$ cat src/rtl/irq_pkg.sv
package irq_pkg;
  localparam int REG_W = 8;

  typedef enum logic {
    SEL_FLAG   = 1'b0,
    SEL_ENABLE = 1'b1
  } reg_sel_e;
endpackage

$ cat src/rtl/irq_flag_reg.sv
module irq_flag_reg #(
  parameter int N = 5
) (
  input  logic         clk_i,
  input  logic         rst_ni,
  input  logic [N-1:0] req_i,
  input  logic         wr_i,
  input  logic [N-1:0] wdata_i,
  input  logic [N-1:0] clr_i,
  output logic [N-1:0] flags_o
);
  logic [N-1:0] flags_q, base;

  // write replaces, else accept clears; requests always win
  always_comb begin
    base = wr_i ? wdata_i : (flags_q & ~clr_i);
  end

  always_ff @(posedge clk_i or negedge rst_ni) begin
    if (!rst_ni) flags_q <= '0;
    else         flags_q <= base | req_i;
  end

  assign flags_o = flags_q;
endmodule

$ cat src/rtl/irq_prio_enc.sv
module irq_prio_enc #(
  parameter int N     = 5,
  parameter int IDX_W = (N > 1) ? $clog2(N) : 1
) (
  input  logic [N-1:0]     pend_i,
  output logic             any_o,
  output logic [N-1:0]     onehot_o,
  output logic [IDX_W-1:0] idx_o
);
  logic [N:0] seen;

  assign seen[0] = 1'b0;

  for (genvar g = 0; g < N; g++) begin : g_chain
    assign onehot_o[g] = pend_i[g] & ~seen[g];
    assign seen[g+1]   = seen[g] | pend_i[g];
  end

  assign any_o = seen[N];

  always_comb begin
    idx_o = '0;
    for (int i = 0; i < N; i++) begin
      if (onehot_o[i]) idx_o = IDX_W'(i);
    end
  end
endmodule

$ cat src/rtl/irq_master_ctl.sv
module irq_master_ctl (
  input  logic clk_i,
  input  logic rst_ni,
  input  logic boundary_i,
  input  logic take_i,
  input  logic pend_any_i,
  input  logic op_ei_i,
  input  logic op_di_i,
  input  logic op_reti_i,
  input  logic op_halt_i,
  output logic ime_o,
  output logic halted_o
);
  logic ime_q, ima_q, halt_q;
  logic ime_d, ima_d, halt_d;

  // order: wake check, boundary copy, accept, then the instruction's own effect
  always_comb begin
    ime_d  = ime_q;
    ima_d  = ima_q;
    halt_d = halt_q;
    if (halt_q && ime_q && pend_any_i) halt_d = 1'b0;
    if (boundary_i) ime_d = take_i ? 1'b0 : ima_q;
    if (take_i) begin
      ima_d  = 1'b0;
      halt_d = 1'b0;
    end
    if (op_halt_i) halt_d = 1'b1;
    if (op_ei_i)   ima_d  = 1'b1;
    if (op_reti_i) begin
      ime_d = 1'b1;
      ima_d = 1'b1;
    end
    if (op_di_i) begin
      ime_d  = 1'b0;
      ima_d  = 1'b0;
      halt_d = 1'b0;
    end
  end

  always_ff @(posedge clk_i or negedge rst_ni) begin
    if (!rst_ni) begin
      ime_q  <= 1'b0;
      ima_q  <= 1'b0;
      halt_q <= 1'b0;
    end else begin
      ime_q  <= ime_d;
      ima_q  <= ima_d;
      halt_q <= halt_d;
    end
  end

  assign ime_o    = ime_q;
  assign halted_o = halt_q;
endmodule

$ cat src/rtl/irq_dispatch.sv
module irq_dispatch #(
  parameter int                NUM_SRC    = 5,
  parameter int                ADDR_W     = 16,
  parameter logic [ADDR_W-1:0] VEC_BASE   = 16'h0040,
  parameter int                VEC_STRIDE = 8
) (
  input  logic                     clk_i,
  input  logic                     rst_ni,
  input  logic [NUM_SRC-1:0]       req_i,
  input  logic                     boundary_i,
  input  logic                     op_ei_i,
  input  logic                     op_di_i,
  input  logic                     op_reti_i,
  input  logic                     op_halt_i,
  input  logic                     reg_wr_i,
  input  logic                     reg_sel_i,
  input  logic [NUM_SRC-1:0]       reg_wdata_i,
  output logic [irq_pkg::REG_W-1:0] flag_rdata_o,
  output logic [irq_pkg::REG_W-1:0] enable_rdata_o,
  output logic                     take_o,
  output logic [ADDR_W-1:0]        vector_o,
  output logic                     halted_o
);
  import irq_pkg::*;

  localparam int IDX_W = (NUM_SRC > 1) ? $clog2(NUM_SRC) : 1;

  logic [NUM_SRC-1:0] flags, enables_q, pend, onehot, clr;
  logic [IDX_W-1:0]   idx;
  logic               pend_any, ime, take;
  logic               wr_flag, wr_enable;

  assign wr_flag   = reg_wr_i && (reg_sel_e'(reg_sel_i) == SEL_FLAG);
  assign wr_enable = reg_wr_i && (reg_sel_e'(reg_sel_i) == SEL_ENABLE);

  always_ff @(posedge clk_i or negedge rst_ni) begin
    if (!rst_ni)        enables_q <= '0;
    else if (wr_enable) enables_q <= reg_wdata_i;
  end

  irq_flag_reg #(.N(NUM_SRC)) i_flags (
    .clk_i   (clk_i),
    .rst_ni  (rst_ni),
    .req_i   (req_i),
    .wr_i    (wr_flag),
    .wdata_i (reg_wdata_i),
    .clr_i   (clr),
    .flags_o (flags)
  );

  assign pend = flags & enables_q;

  irq_prio_enc #(.N(NUM_SRC), .IDX_W(IDX_W)) i_prio (
    .pend_i   (pend),
    .any_o    (pend_any),
    .onehot_o (onehot),
    .idx_o    (idx)
  );

  irq_master_ctl i_master (
    .clk_i      (clk_i),
    .rst_ni     (rst_ni),
    .boundary_i (boundary_i),
    .take_i     (take),
    .pend_any_i (pend_any),
    .op_ei_i    (op_ei_i),
    .op_di_i    (op_di_i),
    .op_reti_i  (op_reti_i),
    .op_halt_i  (op_halt_i),
    .ime_o      (ime),
    .halted_o   (halted_o)
  );

  assign take = boundary_i & ime & pend_any;
  assign clr  = take ? onehot : '0;

  always_comb begin
    vector_o = '0;
    if (take) vector_o = VEC_BASE + ADDR_W'(idx) * ADDR_W'(VEC_STRIDE);
  end

  always_comb begin
    flag_rdata_o   = '1;
    enable_rdata_o = '1;
    flag_rdata_o[NUM_SRC-1:0]   = flags;
    enable_rdata_o[NUM_SRC-1:0] = enables_q;
  end

  assign take_o = take;
endmodule

$ cat config.mk
export PLATFORM = sky130hd
export DESIGN_NAME = irq_dispatch
export DESIGN_NICKNAME = d
export VERILOG_FILES = /design/src/rtl/irq_pkg.sv /design/src/rtl/irq_flag_reg.sv /design/src/rtl/irq_prio_enc.sv /design/src/rtl/irq_master_ctl.sv /design/src/rtl/irq_dispatch.sv
export SDC_FILE = /design/constraint.sdc
export NUM_CORES = 1
export LEC_CHECK = 0
export BUFFER_PORTS_ARGS = -buffer_cell sky130_fd_sc_hd__buf_2
export CAP_MARGIN = 20
export CORE_AREA = 2 2 57 59
export CTS_CLUSTER_DIAMETER = 120
export CTS_CLUSTER_SIZE = 40
export DETAILED_ROUTE_END_ITERATION = 8
export DIE_AREA = 0 0 59 61
export PLACE_DENSITY = 0.61
export REMOVE_ABC_BUFFERS = 1
export SKIP_CTS_REPAIR_TIMING = 1
export SLEW_MARGIN = 20
export SYNTH_ARGS = -nofsm -noshare
export SYNTH_HDL_FRONTEND = slang
export SYNTH_HIERARCHICAL = 1
export SYNTH_SLANG_ARGS = --single-unit
$ cat constraint.sdc
create_clock -name clk_i -period 5.2 [get_ports clk_i]
set_clock_uncertainty 0.1 [all_clocks]
set_input_delay 0 -clock clk_i [delete_from_list [all_inputs] [get_ports clk_i]]
set_output_delay 0 -clock clk_i [all_outputs]
set_load 0.01 [all_outputs]
### Word level (Yosys, flattened, before mapping)

Index checks and enable logic that the tools add are counted.

* bits in registers: 13
* latch bits: 0
* bits in writable memories: 0
* ROM bits: 0
* input bits: 19
* output and inout port bits: 34
* word-level logic and storage cells: 49
* memories: 0

* $add $sub $neg: 1
* multiply operators: 0
* div/mod/pow operators: 0
* $lt $le $gt $ge: 0
* eq/ne operators: 0
* shifts and indexed selects: 0
* mux-type cells: 18
* bitwise gates (word level): 19
* reduce and logical (&&, ||, !) cells: 6

Operators by type and width (count)
* 2-to-1 mux 16 bit: 1
* 2-to-1 mux 1 bit: 12
* bitwise AND 5 bit: 2
* 2-to-1 mux 5 bit: 2
* 2-to-1 mux 3 bit: 3
* adder 7 x 6 -> 8 bit (first input constant): 1
* bitwise AND 1 bit: 6
* inverter 1 bit: 5
* inverter 5 bit: 1
* bitwise OR 5 bit: 1
* logical AND 1 bit: 4
* bitwise OR 1 bit: 4
* nonzero test 4 bit: 1
* nonzero test 3 bit: 1

### Logic depth before layout (Yosys ltp)

Gate-level depths: netlist of run 1.

* depth in word-level cells: 11
* depth in mapped cells: 8
* depth with buffers taken out: 7

### Modules after synthesis

The synthesis of run 1 kept the hierarchy.

By module, submodules not included
* irq_dispatch: instances 1, cells each 48, area an instance 445.4 um^2, sequential area each 125.1 um^2
* irq_flag_reg: instances 1, cells each 20, area an instance 215.2 um^2, sequential area each 125.1 um^2
* irq_master_ctl: instances 1, cells each 14, area an instance 127.6 um^2, sequential area each 75.1 um^2
* irq_prio_enc: instances 1, cells each 13, area an instance 83.8 um^2, sequential area each 0.0 um^2

### Worst setup path after synthesis of run 1

Ideal clock, no wire load.

* path kind: register -> register
* start: register i_flags.flags_q[2], in the netlist i_flags/flags_o[2]
* end: register i_flags.flags_q[2], in the netlist i_flags/flags_o[2]
* setup time: 0.066 ns
* arrival time: 1.651 ns
* required time: 5.034 ns
* path slack: 3.383 ns
* stages on the path, launching flop included: 9
* buffers on the path: 1
* period minus slack after synthesis: 1.817 ns
* cells stage by stage: dfrtp_1 and2_1 nor4_2 nand2b_1 and3_1 buf_6 and2_1 nor2_1 a221o_1

* cells in the longest elaborated chain, start to end: 10
* elaborated cells between the ends (all ways): 11
* classes of those cells: 2 x mux; 9 x bitwise

RTL lines
* start: declaration: RTL line irq_flag_reg.sv:12 `logic [N-1:0] flags_q, base;`
* start signal: assignment: RTL line irq_flag_reg.sv:21 `else flags_q <= base | req_i;`
* bitwise AND 5 bit: RTL line irq_dispatch.sv:51 `assign pend = flags & enables_q;`
* net pend[2]: RTL line irq_dispatch.sv:28 `logic [NUM_SRC-1:0] flags, enables_q, pend, onehot, clr;`
* bitwise OR 1 bit (3 in a row): RTL line irq_prio_enc.sv:16 `assign seen[g+1] = seen[g] | pend_i[g];`
* net pend_any: RTL line irq_dispatch.sv:30 `logic pend_any, ime, take;`
* bitwise AND 1 bit: RTL line irq_dispatch.sv:74 `assign take = boundary_i & ime & pend_any;`
* net take_o: RTL line irq_dispatch.sv:20 `output logic take_o,`
* 2-to-1 mux 5 bit: RTL line irq_dispatch.sv:75 `assign clr = take ? onehot : '0;`
* net clr[2]: RTL line irq_dispatch.sv:28
* inverter 5 bit: RTL line irq_flag_reg.sv:16 `base = wr_i ? wdata_i : (flags_q & ~clr_i);`
* bitwise AND 5 bit: RTL line irq_flag_reg.sv:16
* 2-to-1 mux 5 bit: RTL line irq_flag_reg.sv:16
* bitwise OR 5 bit: RTL line irq_flag_reg.sv:21

The timed path passes the listed nets, and every way through them passes these cells.
A chain may end at the register's enable or synchronous reset.

### Worst setup path after layout of run 1

* start: register i_flags.flags_q[2], in the netlist i_flags/flags_o[2]
* end: register i_flags.flags_q[2], in the netlist i_flags/flags_o[2]

* cells in the longest elaborated chain, start to end: 10
* elaborated cells between the ends (all ways): 11
* classes of those cells: 2 x mux; 9 x bitwise

RTL lines (RTL line)
* bitwise AND 5 bit: irq_dispatch.sv:51
* net pend[2]: irq_dispatch.sv:28
* bitwise OR 1 bit (3 in a row): irq_prio_enc.sv:16
* net pend_any: irq_dispatch.sv:30
* bitwise AND 1 bit: irq_dispatch.sv:74
* 2-to-1 mux 5 bit: irq_dispatch.sv:75
* net clr[2]: irq_dispatch.sv:28
* inverter 5 bit: irq_flag_reg.sv:16
* bitwise AND 5 bit: irq_flag_reg.sv:16
* 2-to-1 mux 5 bit: irq_flag_reg.sv:16
* bitwise OR 5 bit: irq_flag_reg.sv:21

The timed path passes the listed nets, and every way through them passes these cells.

==> results_tabular.tex, run 1 <==
\begin{tabular}{lr}
\hline
Metric & Value \\
\hline
\multicolumn{2}{l}{\textbf{Global route}} \\
\quad Number of global-route vias before repair & a little under 600 \\
\quad Largest net degree at the start of global routing & 14 \\
\quad First-pass GRT wire length & between 2000 and 3000 um \\
\quad Global route overflow & 0 \\
\quad Initial antenna violation count & 0 \\
\quad GRT Util Overall & 0.09407 \\
\multicolumn{2}{l}{\textbf{Floorplan}} \\
\quad Initial core utilization & 0.2953 \\
\quad Core ar. & 2953 sq um \\
\quad Floorplan die width & between 50 and 60 um \\
\quad Top-level port count & 53 \\
\quad Die span in y & 61 um \\
\quad Die ar. & between 3000 and 4000 sq um \\
\quad Number of standard-cell rows in the floorplan & 20 \\
\multicolumn{2}{l}{\textbf{Clock tree}} \\
\quad Sinks on Clock Net & 13 \\
\quad Max clock buf depth & 2 \\
\quad Clock Pin Slew Worst Setup and Hold Paths & $\sim$0.08 ns \\
\quad Number of levels in the clock H-tree & 1 \\
\quad CTS tree & yes \\
\quad Root buffer selected by CTS & clkbuf\_4 \\
\quad Clock latency at the later pin of the worst-skew pair & 0.27 ns \\
\quad Number of buffers created by CTS & 3 \\
\multicolumn{2}{l}{\textbf{Setup path}} \\
\quad Required @ worst endpoint & 5.32 ns \\
\quad Path type of the worst setup path & reg -> reg \\
\quad Cell depth of the worst flop-to-flop path & 8 \\
\quad Startpoint type of the worst setup path & flop \\
\quad Crit path max fanout & 12 \\
\quad Crit path DAT & 2.58 ns \\
\quad Endpoint kind of the worst setup timing path & flop \\
\multicolumn{2}{l}{\textbf{Synthesis}} \\
\quad Warning count from the yosys run & 6 \\
\quad Synthesized instance count & 95 \\
\quad Fraction of the yosys area taken by sequential cells & 0.3730 \\
\quad Number of synthesized register bits & 13 \\
\quad Fraction of the mapped netlist area in simple logic gates & 0.2525 \\
\quad Synth Area in Compound Gates & 0.08178 \\
\quad Post-synth EDFFs & 0 \\
\quad Mux cell area share after synthesis & 0.06456 \\
\quad Adder-cell area share of the yosys netlist & 0 \\
\quad Cell area after synthesis & $\sim$870 sq um \\
\quad Synth Flop Type & dfrtp\_1 \\
\quad Number of unique standard cell types used by synthesis & 22 \\
\quad Xor-xnor portion of the synthesized cell area & 0 \\
\quad Share of synthesized flip-flops with an asynchronous set or reset & 1.000 \\
\quad Largest family of logic cells by synthesized area & simple AND/OR/NAND/NOR gates \\
\quad Per-instance average area after synthesis & between 9 and 10 sq um \\
\multicolumn{2}{l}{\textbf{Final layout}} \\
\quad Most common library cell in the layout ignoring fill and taps & buf\_2 \\
\quad Post-layout util & 0.4097 \\
\quad Net total in the final layout & 168 \\
\quad Ant diodes & 0 \\
\quad Sequential cell area & 325.3 sq um \\
\quad Layout cells sized above 1 & 0.3108 \\
\quad Commonest cells after routing, fill and taps aside & buf\_2, dlygate4sd3\_1, conb\_1 \\
\quad Fill cell total of the finished layout & between 300 and 400 \\
\quad Layout Cells excl Fill & between 150 and 200 \\
\quad Area overhead of the layout relative to synthesis & 38.74\% \\
\quad Area of the multi-input gates & around 420 sq um \\
\multicolumn{2}{l}{\textbf{Route}} \\
\quad Drc violations & 0 \\
\quad First-pass detailed-route iteration total & 4 \\
\quad Iteration-0 DRC count of the detailed router & 15 \\
\quad Total wire length after detailed routing & 1896 um \\
\quad ANT nets after route & 0 \\
\quad Vias & 767 \\
\quad Wirelength per Cell & approximately 10 um \\
\quad Vias/cell & $\sim$4.2 \\
\multicolumn{2}{l}{\textbf{Placement}} \\
\quad Cell total after placement & around 160 \\
\quad Count of port buffers added during placement & 34 \\
\quad Total half-perimeter wirelength after legalization and detailed placement & between 1000 and 1500 um \\
\quad Gp weighted congestion & between 0.7 and 0.8 \\
\multicolumn{2}{l}{\textbf{Timing}} \\
\quad Number of endpoints with negative hold slack in the final report & 0 \\
\quad Period Utilization, post-route & 0.4737 \\
\quad Summed negative setup slack over all endpoints & 0 ns \\
\quad Total of endpoints with negative setup slack in the final report & 0 \\
\quad RSZ-0062 raised after global routing & false \\
\quad Maximum clock frequency & about 410 MHz \\
\quad Clock period minus final worst setup slack & between 2 and 2.5 ns \\
\quad Final max-slew violation count & 0 \\
\multicolumn{2}{l}{\textbf{Flow run}} \\
\quad Number of max-cap violations & 0 \\
\multicolumn{2}{l}{\textbf{Outcome}} \\
\quad Outcome & complete, no violations \\
\multicolumn{2}{l}{\textbf{Power and ir drop}} \\
\quad Power density cells & $\sim$220 nW/um\^{}2 \\
\quad LEAKAGE & a little under 0.6 nW \\
\quad Peak supply drop & roughly 0.099 mV \\
\multicolumn{2}{l}{\textbf{Min path}} \\
\quad Worst min-delay path category & in -> async \\
\hline
\end{tabular}
==> area by class of cell <==
class	instances	area share
inverter	3	0.009307
clock buffer	4	0.02172
multi-input combinational	72	0.3433
sequential	13	0.2689
timing repair buffer	56	0.3226
tap	33	0.03413
==> where the power goes <==
| part | leakage, nW | internal [mW] | switching (mW) |
|---|---|---|---|
| clock network | 0.0150 | 0.0297 | 0.0327 |
| registers | 0.145 | 0.111 | 0.00653 |
| logic | 0.435 | 0.0433 | 0.0429 |
| total | 0.595 | 0.184 | 0.0821 |
==> per-stage QoR <==
stage	setup WS (ns)	power, mW	hold WS [ns]	area [sq um]
floorplan	3.315	0.1639	-0.3956	752.0
global placement	3.365	0.1904	-0.1990	963.4
detailed placement	3.304	0.1918	-0.1901	963.4
CTS	3.137	0.2556	-0.4929	989.7
global route	2.580	0.2844	0.05638	1210
finish	2.737	0.2664	0.03696	1210
==> cell usage after synthesis, types with 2 or more instances <==
| cell | n | area [sq um] |
|---|---|---|
| buf_4 | 21 | 157.7 |
| dfrtp_1 | 13 | 325.3 |
| nor3_1 | 2 | 10.01 |
| inv_1 | 3 | 11.26 |
| nand2_1 | 2 | 7.510 |
| and2_1 | 14 | 87.58 |
| nand2b_1 | 6 | 37.54 |
| buf_6 | 2 | 22.52 |
| nor2_1 | 5 | 18.77 |
| a21oi_1 | 7 | 35.03 |
| mux2_2 | 5 | 56.30 |
| conb_1 | 2 | 7.510 |
| o21ai_0 | 4 | 20.02 |
==> critical path, cell delays in order, from the launching register on <==
cell           delay [ns]
dfrtp_1              0.40
and2_1               0.21
nor4_2               0.32
nand2b_1             0.10
and3_1               0.30
and2_1               0.20
nor2_1               0.10
a221o_1              0.13
dlygate4sd3_1        0.53
==> flip-flops by register name, indices dropped and copies added, names as in the netlist <==
| signal | cells |
|---|---|
| enables_q | 5 |
| i_master/halted_o | 1 |
| i_master/ima_q | 1 |
| i_flags/flags_o | 5 |
| i_master/ime_o | 1 |
==> path summary, 6_finish.rpt <==
| path | start | end | slack, ns |
|---|---|---|---|
| setup / recovery | i_flags/flags_o[2] | i_flags/flags_o[2] | 2.74 |
| min in group clk_i | reg_wr_i | enables_q[3] | 0.05 |
| setup reg to reg | i_flags/flags_o[2] | i_flags/flags_o[2] | 2.74 |
| hold / removal | rst_ni | enables_q[3] | 0.04 |
| hold reg to reg | enables_q[4] | enables_q[4] | 0.43 |
| max in group asynchronous | rst_ni | enables_q[4] | 4.73 |
==> kinds of logic after synthesis <==
| logic type | count (synthesis) |
|---|---|
| mux | 5 |
| simple gates | 36 |
| buf+inv | 26 |
| compound gates | 13 |
| other cells | 2 |
| flops | 13 |
==> per-layer routing <==
metal,GRT usage,vias up,wire (um)
met1,0.1188,354,823
met3,0.02345,2,112
met2,0.1587,34,941
met4,0.02922,0,19
li1,-,377,-
met5,0,-,0
(Power assumes the default switching activity.)
==> inputs of run 2 (changes only) <==
ABC_AREA = 1   (was not set)
CORE_AREA = 2 2 59 61   (was 2 2 57 59)
DIE_AREA = 0 0 61 63   (was 0 0 59 61)
PLACE_DENSITY = 0.6   (was 0.61)
clock period = 2.5 ns   (was 5.2 ns; I/O delays follow)
==> run 2 against run 1 <==
Fmax up 18%. Highest routed layer unchanged. Hold slack worse by 0.032 ns. Critical path depth up 2. Setup slack got worse by 2.3 ns. First-iteration DRC count down 40%. Largest cell class is now non-clock buffers. Largest power group unchanged. Global-route usage grew 1.0 points. Final area increased by 12%.
==> results_tabular.tex, run 2 <==
\begin{tabular}{lr}
\hline
Metric & Value \\
\hline
\multicolumn{2}{l}{\textbf{Final layout}} \\
\quad Sequential cell area & 325.3 sq um (unchanged) \\
\quad Ant diodes & 0 (unchanged) \\
\quad Area overhead of the layout relative to synthesis & 47.35\% (was 38.74\%) \\
\quad Net total in the final layout & 219 (was 168) \\
\quad Commonest cells after routing, fill and taps aside & buf\_2, inv\_1, dlygate4sd3\_1 (was buf\_2, dlygate4sd3\_1, conb\_1) \\
\quad Most common library cell in the layout ignoring fill and taps & buf\_2 (unchanged) \\
\quad Layout cells sized above 1 & 0.2412 (was 0.3108) \\
\quad Fill cell total of the finished layout & 349 (was 312) \\
\quad Layout Cells excl Fill & 245 (was 181) \\
\quad Area of the multi-input gates & 375.4 sq um (was 415.4 sq um) \\
\multicolumn{2}{l}{\textbf{Global route}} \\
\quad Initial antenna violation count & 0 (unchanged) \\
\quad Largest net degree at the start of global routing & 14 (unchanged) \\
\quad Global route overflow & 0 (unchanged) \\
\quad First-pass GRT wire length & 2967 um (was 2532 um) \\
\quad GRT Util Overall & 0.1044 (was 0.09407) \\
\quad Number of global-route vias before repair & 685 (was 588) \\
\multicolumn{2}{l}{\textbf{Floorplan}} \\
\quad Floorplan die width & 61 um (was 59 um) \\
\quad Die ar. & 3843 sq um (was 3599 sq um) \\
\quad Top-level port count & 53 (unchanged) \\
\quad Die span in y & 63 um (was 61 um) \\
\quad Initial core utilization & 0.2853 (was 0.2953) \\
\quad Number of standard-cell rows in the floorplan & 21 (was 20) \\
\quad Core ar. & 3232 sq um (was 2953 sq um) \\
\multicolumn{2}{l}{\textbf{Synthesis}} \\
\quad Leading cell types by count after synthesis & inv\_1, nand2\_1, buf\_4, nor2\_1, dfrtp\_1 (was buf\_4, and2\_1, dfrtp\_1, a21oi\_1, nand2b\_1) \\
\quad Fraction of the yosys area taken by sequential cells & 0.3528 (was 0.3730) \\
\quad Warning count from the yosys run & 6 (unchanged) \\
\quad Xor-xnor portion of the synthesized cell area & 0 (unchanged) \\
\quad Synth Flop Type & dfrtp\_1 (unchanged) \\
\quad Cell accounting for the most synthesized area & dfrtp\_1 (unchanged) \\
\quad Top cell type's share of synthesized area & 0.3528 (was 0.3730) \\
\quad Number of unique standard cell types used by synthesis & 12 (was 22) \\
\quad Per-instance average area after synthesis & 6.682 sq um (was 9.180 sq um) \\
\quad Fraction of the mapped netlist area in simple logic gates & 0.3012 (was 0.2525) \\
\quad Number of synthesized register bits & 13 (unchanged) \\
\quad Post-synth EDFFs & 0 (unchanged) \\
\quad Share of synthesized flip-flops with an asynchronous set or reset & 1.000 (unchanged) \\
\quad Leading cell types by total area after synthesis & dfrtp\_1, buf\_4, inv\_1, nand2\_1, nor2\_1 (was dfrtp\_1, buf\_4, and2\_1, mux2\_2, nand2b\_1) \\
\quad Synthesized instance count & 138 (was 95) \\
\quad Mux cell area share after synthesis & 0 (was 0.06456) \\
\quad Leading cell type by number of instances after synthesis & inv\_1 (was buf\_4) \\
\quad Largest family of logic cells by synthesized area & buffers and inverters (was simple AND/OR/NAND/NOR gates) \\
\quad Synth Area in Compound Gates & 0.03256 (was 0.08178) \\
\quad Adder-cell area share of the yosys netlist & 0 (unchanged) \\
\quad Cell area after synthesis & 922.1 sq um (was 872.1 sq um) \\
\multicolumn{2}{l}{\textbf{Min path}} \\
\quad Hold-critical path depth & 4 \\
\quad Terminating pin of the worst hold path & enables\_q[4] \\
\quad Worst min-delay path category & in -> reg (was in -> async) \\
\quad Worst hold path startpoint & reg\_wr\_i \\
\multicolumn{2}{l}{\textbf{Setup path}} \\
\quad Longest individual stage delay on the worst path & 0.56 ns (was 0.53 ns) \\
\quad Setup slack of the worst register-to-register path & 0.40 ns (was 2.74 ns) \\
\quad Crit path max fanout & 9 (was 12) \\
\quad Worst flop-to-flop path endpoint & i\_master/halted\_o (was i\_flags/flags\_o[2]) \\
\quad Cells traversed along the worst timing path & nand2\_1, inv\_1, nor2\_2, nand3\_1, nand3\_2, inv\_1, inv\_2, nand3\_1, a21oi\_1, dlygate4sd3\_1 (was and2\_1, nor4\_2, nand2b\_1, and3\_1, and2\_1, nor2\_1, a221o\_1, dlygate4sd3\_1) \\
\quad Cell depth of the worst flop-to-flop path & 10 (was 8) \\
\quad Startpoint type of the worst setup path & flop (unchanged) \\
\quad Worst path slowest cell & dlygate4sd3\_1 (unchanged) \\
\quad Reg-to-reg startpoint & i\_flags/flags\_o[1] (was i\_flags/flags\_o[2]) \\
\quad Path type of the worst setup path & reg -> reg (unchanged) \\
\quad Required @ worst endpoint & 2.62 ns (was 5.32 ns) \\
\quad Endpoint kind of the worst setup timing path & flop (unchanged) \\
\quad Crit path DAT & 2.22 ns (was 2.58 ns) \\
\multicolumn{2}{l}{\textbf{Timing}} \\
\quad Period Utilization, post-route & 0.8381 (was 0.4737) \\
\quad RSZ-0062 raised after global routing & false (unchanged) \\
\quad Maximum clock frequency & 477.3 MHz (was 405.9 MHz) \\
\quad Clock period minus final worst setup slack & 2.095 ns (was 2.463 ns) \\
\quad Final max-slew violation count & 0 (unchanged) \\
\quad Number of endpoints with negative hold slack in the final report & 0 (unchanged) \\
\quad Summed negative setup slack over all endpoints & 0 ns (unchanged) \\
\quad Total of endpoints with negative setup slack in the final report & 0 (unchanged) \\
\multicolumn{2}{l}{\textbf{Route}} \\
\quad Wirelength per Cell & 8.939 um (was 10.48 um) \\
\quad Total wire length after detailed routing & 2190 um (was 1896 um) \\
\quad Vias/cell & 3.735 (was 4.238) \\
\quad Iteration-0 DRC count of the detailed router & 9 (was 15) \\
\quad ANT nets after route & 0 (unchanged) \\
\quad Vias & 915 (was 767) \\
\quad Drc violations & 0 (unchanged) \\
\quad First-pass detailed-route iteration total & 4 (unchanged) \\
\multicolumn{2}{l}{\textbf{Placement}} \\
\quad Gp weighted congestion & 0.7912 (was 0.7294) \\
\quad Cell total after placement & 213 (was 155) \\
\quad Count of port buffers added during placement & 34 (unchanged) \\
\quad Total half-perimeter wirelength after legalization and detailed placement & 1536 um (was 1398 um) \\
\multicolumn{2}{l}{\textbf{Clock tree}} \\
\quad Root buffer selected by CTS & clkbuf\_4 (unchanged) \\
\quad Number of levels in the clock H-tree & 1 (unchanged) \\
\quad Number of buffers created by CTS & 3 (unchanged) \\
\quad CTS tree & yes (unchanged) \\
\quad Clock Pin Slew Worst Setup and Hold Paths & 0.08 ns (about the same) \\
\quad Clock latency at the later pin of the worst-skew pair & 0.28 ns (was 0.27 ns) \\
\quad Max clock buf depth & 2 (unchanged) \\
\quad Sinks on Clock Net & 13 (unchanged) \\
\multicolumn{2}{l}{\textbf{Power and ir drop}} \\
\quad Power density cells & 421.6 nW/um\^{}2 (was 220.2 nW/um\^{}2) \\
\quad LEAKAGE & 0.7621 nW (was 0.5948 nW) \\
\quad Peak supply drop & 0.2021 mV (was 0.09868 mV) \\
\multicolumn{2}{l}{\textbf{Flow run}} \\
\quad Number of max-cap violations & 0 (unchanged) \\
\multicolumn{2}{l}{\textbf{Outcome}} \\
\quad Outcome & complete, no violations (unchanged) \\
\hline
\end{tabular}
-- run 2: routing by layer --
layer	global-route usage	vias up	wire length [um]	share of wire
met1	0.1288	392	891	0.41
met4	0.07337	0	57	0.026
met2	0.1599	32	1124	0.51
met3	0.01656	5	117	0.053
li1	-	486	-	-
met5	0	-	0	0
-- run 2: cell families (layout without fill, tap and decap cells) --
group | Yosys count | in the layout
buffers and inverters | 54 | 99
other | 2 | 18
and+or+nand+nor | 63 | 63
DFF | 13 | 13
AOI/OAI and AO/OA | 6 | 6
-- run 2: how the worst max path moves through the flow --
stage                        from           endpoint  depth (start not counted)
3_3_place_gp   i_flags/flags_o[1]     i_master/ime_o                         11
3_5_place_dp         enables_q[1]     i_master/ima_q                         11
2_1_floorplan  i_flags/flags_o[2]     i_master/ime_o                         11
6_report       i_flags/flags_o[1]  i_master/halted_o                         10
5_1_grt              enables_q[2]  i_master/halted_o                         10
4_1_cts              enables_q[1]        vector_o[6]                          7
-- run 2: cell type report --
class	instances	share of cell area
timing repair buffer	62	0.3315
sequential	13	0.2394
multi-input combinational	87	0.2762
inverter	33	0.09116
clock buffer	4	0.01934
tap	46	0.04236
-- run 2: worst max-delay path, delay by kind of cell, from the launching register on --
kind	cells	cell delay, ns
and+or+nand+nor	5	0.62
buffers and inverters	4	0.78
DFF	1	0.40
AOI/OAI and AO/OA	1	0.15
-- run 2: through the flow --
step | instance area, sq um | util | hold WS (ns) | setup slack, ns | power [mW]
6_report | 1359 | 0.4204 | 0.005311 | 0.4048 | 0.5729
5_1_grt | 1359 | 0.4204 | 0.02851 | 0.1781 | 0.6195
4_1_cts | 1079 | 0.3337 | -0.4977 | 0.8574 | 0.5437
3_5_place_dp | 1052 | 0.3256 | -0.1886 | 0.9659 | 0.4087
3_3_place_gp | 1052 | 0.3256 | -0.1910 | 0.9896 | 0.4087
2_1_floorplan | 824.5 | - | -0.3956 | 0.9567 | 0.3480
-- run 2: power by group --
group	internal, mW	switching (mW)
registers	0.230	0.0152
logic	0.0860	0.108
clock network	0.0619	0.0723
total	0.378	0.195
==> inputs of run 3 (changes only) <==
ABC_AREA = 0   (was 1)
CORE_AREA = 2 2 57 59   (was 2 2 59 61)
DIE_AREA = 0 0 59 61   (was 0 0 61 63)
PLACE_DENSITY = 0.61   (was 0.6)
clock period = 1.95 ns   (was 2.5 ns; I/O delays follow)
==> run 3 against run 2 <==
Setup slack worse by 0.34 ns. Clock-buffer cell count unchanged. Register-to-register slack lost 0.24 ns. Sequential cell count is the same. Final area is 9.8% lower. Critical path depth shrank 4. Final cell count decreased by 26%. Die area down 6.3%. Highest routed layer unchanged. Via count decreased by 15%. Wire length fell by 9.8%. Core utilization decreased by 0.52 points.
==> results_tabular.tex, run 3 (synthesis gave the netlist of run 1 again) <==
\begin{tabular}{lr}
\hline
Metric & Value \\
\hline
\multicolumn{2}{l}{\textbf{Clock tree}} \\
\quad Root buffer selected by CTS & clkbuf\_4 (unchanged) \\
\quad CTS tree & yes (unchanged) \\
\quad Max clock buf depth & 2 (unchanged) \\
\quad Clock latency at the later pin of the worst-skew pair & 0.27 ns (was 0.28 ns) \\
\quad Clock Pin Slew Worst Setup and Hold Paths & 0.08 ns (about the same) \\
\quad Number of buffers created by CTS & 3 (unchanged) \\
\quad Sinks on Clock Net & 13 (unchanged) \\
\quad Number of levels in the clock H-tree & 1 (unchanged) \\
\multicolumn{2}{l}{\textbf{Setup path}} \\
\quad Setup slack of the worst register-to-register path & 0.16 ns (was 0.40 ns) \\
\quad Cell depth of the worst flop-to-flop path & 6 (was 10) \\
\quad Reg-to-reg startpoint & enables\_q[3] (was i\_flags/flags\_o[1]) \\
\quad Path type of the worst setup path & reg -> out (was reg -> reg) \\
\quad Required @ worst endpoint & 1.85 ns (was 2.62 ns) \\
\quad Worst flop-to-flop path endpoint & i\_flags/flags\_o[3] (was i\_master/halted\_o) \\
\quad Bufs and invs on worst path & 1 (was 4) \\
\quad Startpoint type of the worst setup path & flop (unchanged) \\
\quad Endpoint kind of the worst setup timing path & output pin (was flop) \\
\quad Worst path slowest cell & dfrtp\_1 (was dlygate4sd3\_1) \\
\quad Cell class contributing the biggest share of worst-path delay & simple AND/OR/NAND/NOR gates (was buffers and inverters) \\
\quad Crit path DAT & 1.78 ns (was 2.22 ns) \\
\quad Crit path max fanout & 6 (was 9) \\
\quad Longest individual stage delay on the worst path & 0.40 ns (was 0.56 ns) \\
\quad Cells traversed along the worst timing path & and2\_4, nor4\_4, nand2b\_1, and3\_4, and2\_1, buf\_2 (was nand2\_1, inv\_1, nor2\_2, nand3\_1, nand3\_2, inv\_1, inv\_2, nand3\_1, a21oi\_1, dlygate4sd3\_1) \\
\multicolumn{2}{l}{\textbf{Placement}} \\
\quad Count of port buffers added during placement & 34 (unchanged) \\
\quad Cell total after placement & 156 (was 213) \\
\quad Gp weighted congestion & 0.7703 (was 0.7912) \\
\quad Total half-perimeter wirelength after legalization and detailed placement & 1445 um (was 1536 um) \\
\multicolumn{2}{l}{\textbf{Final layout}} \\
\quad Area overhead of the layout relative to synthesis & 40.60\% (was 47.35\%) \\
\quad Ant diodes & 0 (unchanged) \\
\quad Fill cell total of the finished layout & 307 (was 349) \\
\quad Net total in the final layout & 168 (was 219) \\
\quad Post-layout util & 0.4153 (was 0.4204) \\
\quad Layout Cells excl Fill & 181 (was 245) \\
\quad Commonest cells after routing, fill and taps aside & buf\_2, dlygate4sd3\_1, conb\_1 (was buf\_2, inv\_1, dlygate4sd3\_1) \\
\quad Most common library cell in the layout ignoring fill and taps & buf\_2 (unchanged) \\
\quad Layout cells sized above 1 & 0.3514 (was 0.2412) \\
\multicolumn{2}{l}{\textbf{Global route}} \\
\quad Largest net degree at the start of global routing & 14 (unchanged) \\
\quad Global route overflow & 0 (unchanged) \\
\quad GRT Util Overall & 0.09484 (was 0.1044) \\
\quad Number of global-route vias before repair & 611 (was 685) \\
\quad First-pass GRT wire length & 2539 um (was 2967 um) \\
\quad Initial antenna violation count & 0 (unchanged) \\
\multicolumn{2}{l}{\textbf{Route}} \\
\quad Wirelength per Cell & 10.92 um (was 8.939 um) \\
\quad Total wire length after detailed routing & 1976 um (was 2190 um) \\
\quad Vias/cell & 4.276 (was 3.735) \\
\quad Drc violations & 0 (unchanged) \\
\quad Vias & 774 (was 915) \\
\quad ANT nets after route & 0 (unchanged) \\
\quad Iteration-0 DRC count of the detailed router & 25 (was 9) \\
\quad First-pass detailed-route iteration total & 4 (unchanged) \\
\multicolumn{2}{l}{\textbf{Power and ir drop}} \\
\quad Power density cells & 595.7 nW/um\^{}2 (was 421.6 nW/um\^{}2) \\
\quad Peak supply drop & 0.2843 mV (was 0.2021 mV) \\
\quad PnR Total Power & 730.4 uW (was 572.9 uW) \\
\quad LEAKAGE & 0.6003 nW (was 0.7621 nW) \\
\multicolumn{2}{l}{\textbf{Floorplan}} \\
\quad Core ar. & 2953 sq um (was 3232 sq um) \\
\quad Floorplan die width & 59 um (was 61 um) \\
\quad Initial core utilization & 0.2953 (was 0.2853) \\
\quad Die ar. & 3599 sq um (was 3843 sq um) \\
\quad Number of standard-cell rows in the floorplan & 20 (was 21) \\
\quad Top-level port count & 53 (unchanged) \\
\quad Die span in y & 61 um (was 63 um) \\
\multicolumn{2}{l}{\textbf{Flow run}} \\
\quad Number of max-cap violations & 0 (unchanged) \\
\multicolumn{2}{l}{\textbf{Timing}} \\
\quad Period Utilization, post-route & 0.9653 \\
\quad Hold\_ws & 0.03529 ns (was 0.005311 ns) \\
\quad Maximum clock frequency & roughly 530 MHz \\
\quad Total of endpoints with negative setup slack in the final report & 0 (unchanged) \\
\quad Final max-slew violation count & 0 (unchanged) \\
\quad Number of endpoints with negative hold slack in the final report & 0 (unchanged) \\
\quad Clock period minus final worst setup slack & about 1.9 ns \\
\multicolumn{2}{l}{\textbf{Min path}} \\
\quad Worst min-delay path category & in -> async (was in -> reg) \\
\multicolumn{2}{l}{\textbf{Outcome}} \\
\quad Outcome & complete, no violations (unchanged) \\
\hline
\end{tabular}
-- run 3: worst reg2reg max path: cells and delay by family (launching register included) --
family          cells  cell delay (ns)
simple gates        5             1.04
compound gates      1             0.18
flops               1             0.40
-- run 3: routing by layer --
| metal | up-vias | share of wire | GRT usage |
|---|---|---|---|
| met4 | 0 | 0.0096 | 0.03896 |
| met5 | - | 0 | 0 |
| met2 | 29 | 0.49 | 0.1603 |
| met3 | 2 | 0.047 | 0.03412 |
| li1 | 376 | - | - |
| met1 | 367 | 0.45 | 0.1092 |
-- run 3: worst max path at each step --
stage / start / endpoint / cells after the start
after floorplan: i_flags/flags_o[0] / i_flags/flags_o[2] / 7
after global placement: i_flags/flags_o[2] / i_flags/flags_o[2] / 7
after detailed placement: i_flags/flags_o[2] / i_flags/flags_o[2] / 7
after CTS: i_flags/flags_o[2] / vector_o[4] / 6
after global routing: enables_q[3] / vector_o[3] / 6
final: enables_q[3] / vector_o[3] / 6
-- run 3: where the power goes --
part,internal [mW],switching (mW)
sequential,0.297,0.0186
clock,0.0792,0.0859
combinational,0.126,0.124
-- run 3: area by class of cell --
type | instances | area, sq um | share of cell area
Clock buffer | 4 | 26.28 | 0.02143
Timing Repair Buffer | 55 | 377.9 | 0.3082
Sequential cell | 13 | 325.3 | 0.2653
Tap cell | 33 | 41.29 | 0.03367
Inverter | 3 | 11.26 | 0.009184
Multi-Input combinational cell | 73 | 444.2 | 0.3622
-- run 3: stage by stage --
step | cell area [sq um] | setup TNS (ns) | setup slack, ns
final | 1226 | 0 | 0.06764
after detailed placement | 970.9 | 0 | 0.05032
after CTS | 997.2 | -0.2175 | -0.07700
after floorplan | 752.0 | 0 | 0.06450
after global placement | 970.9 | 0 | 0.1148
after global routing | 1226 | -0.1149 | -0.04499
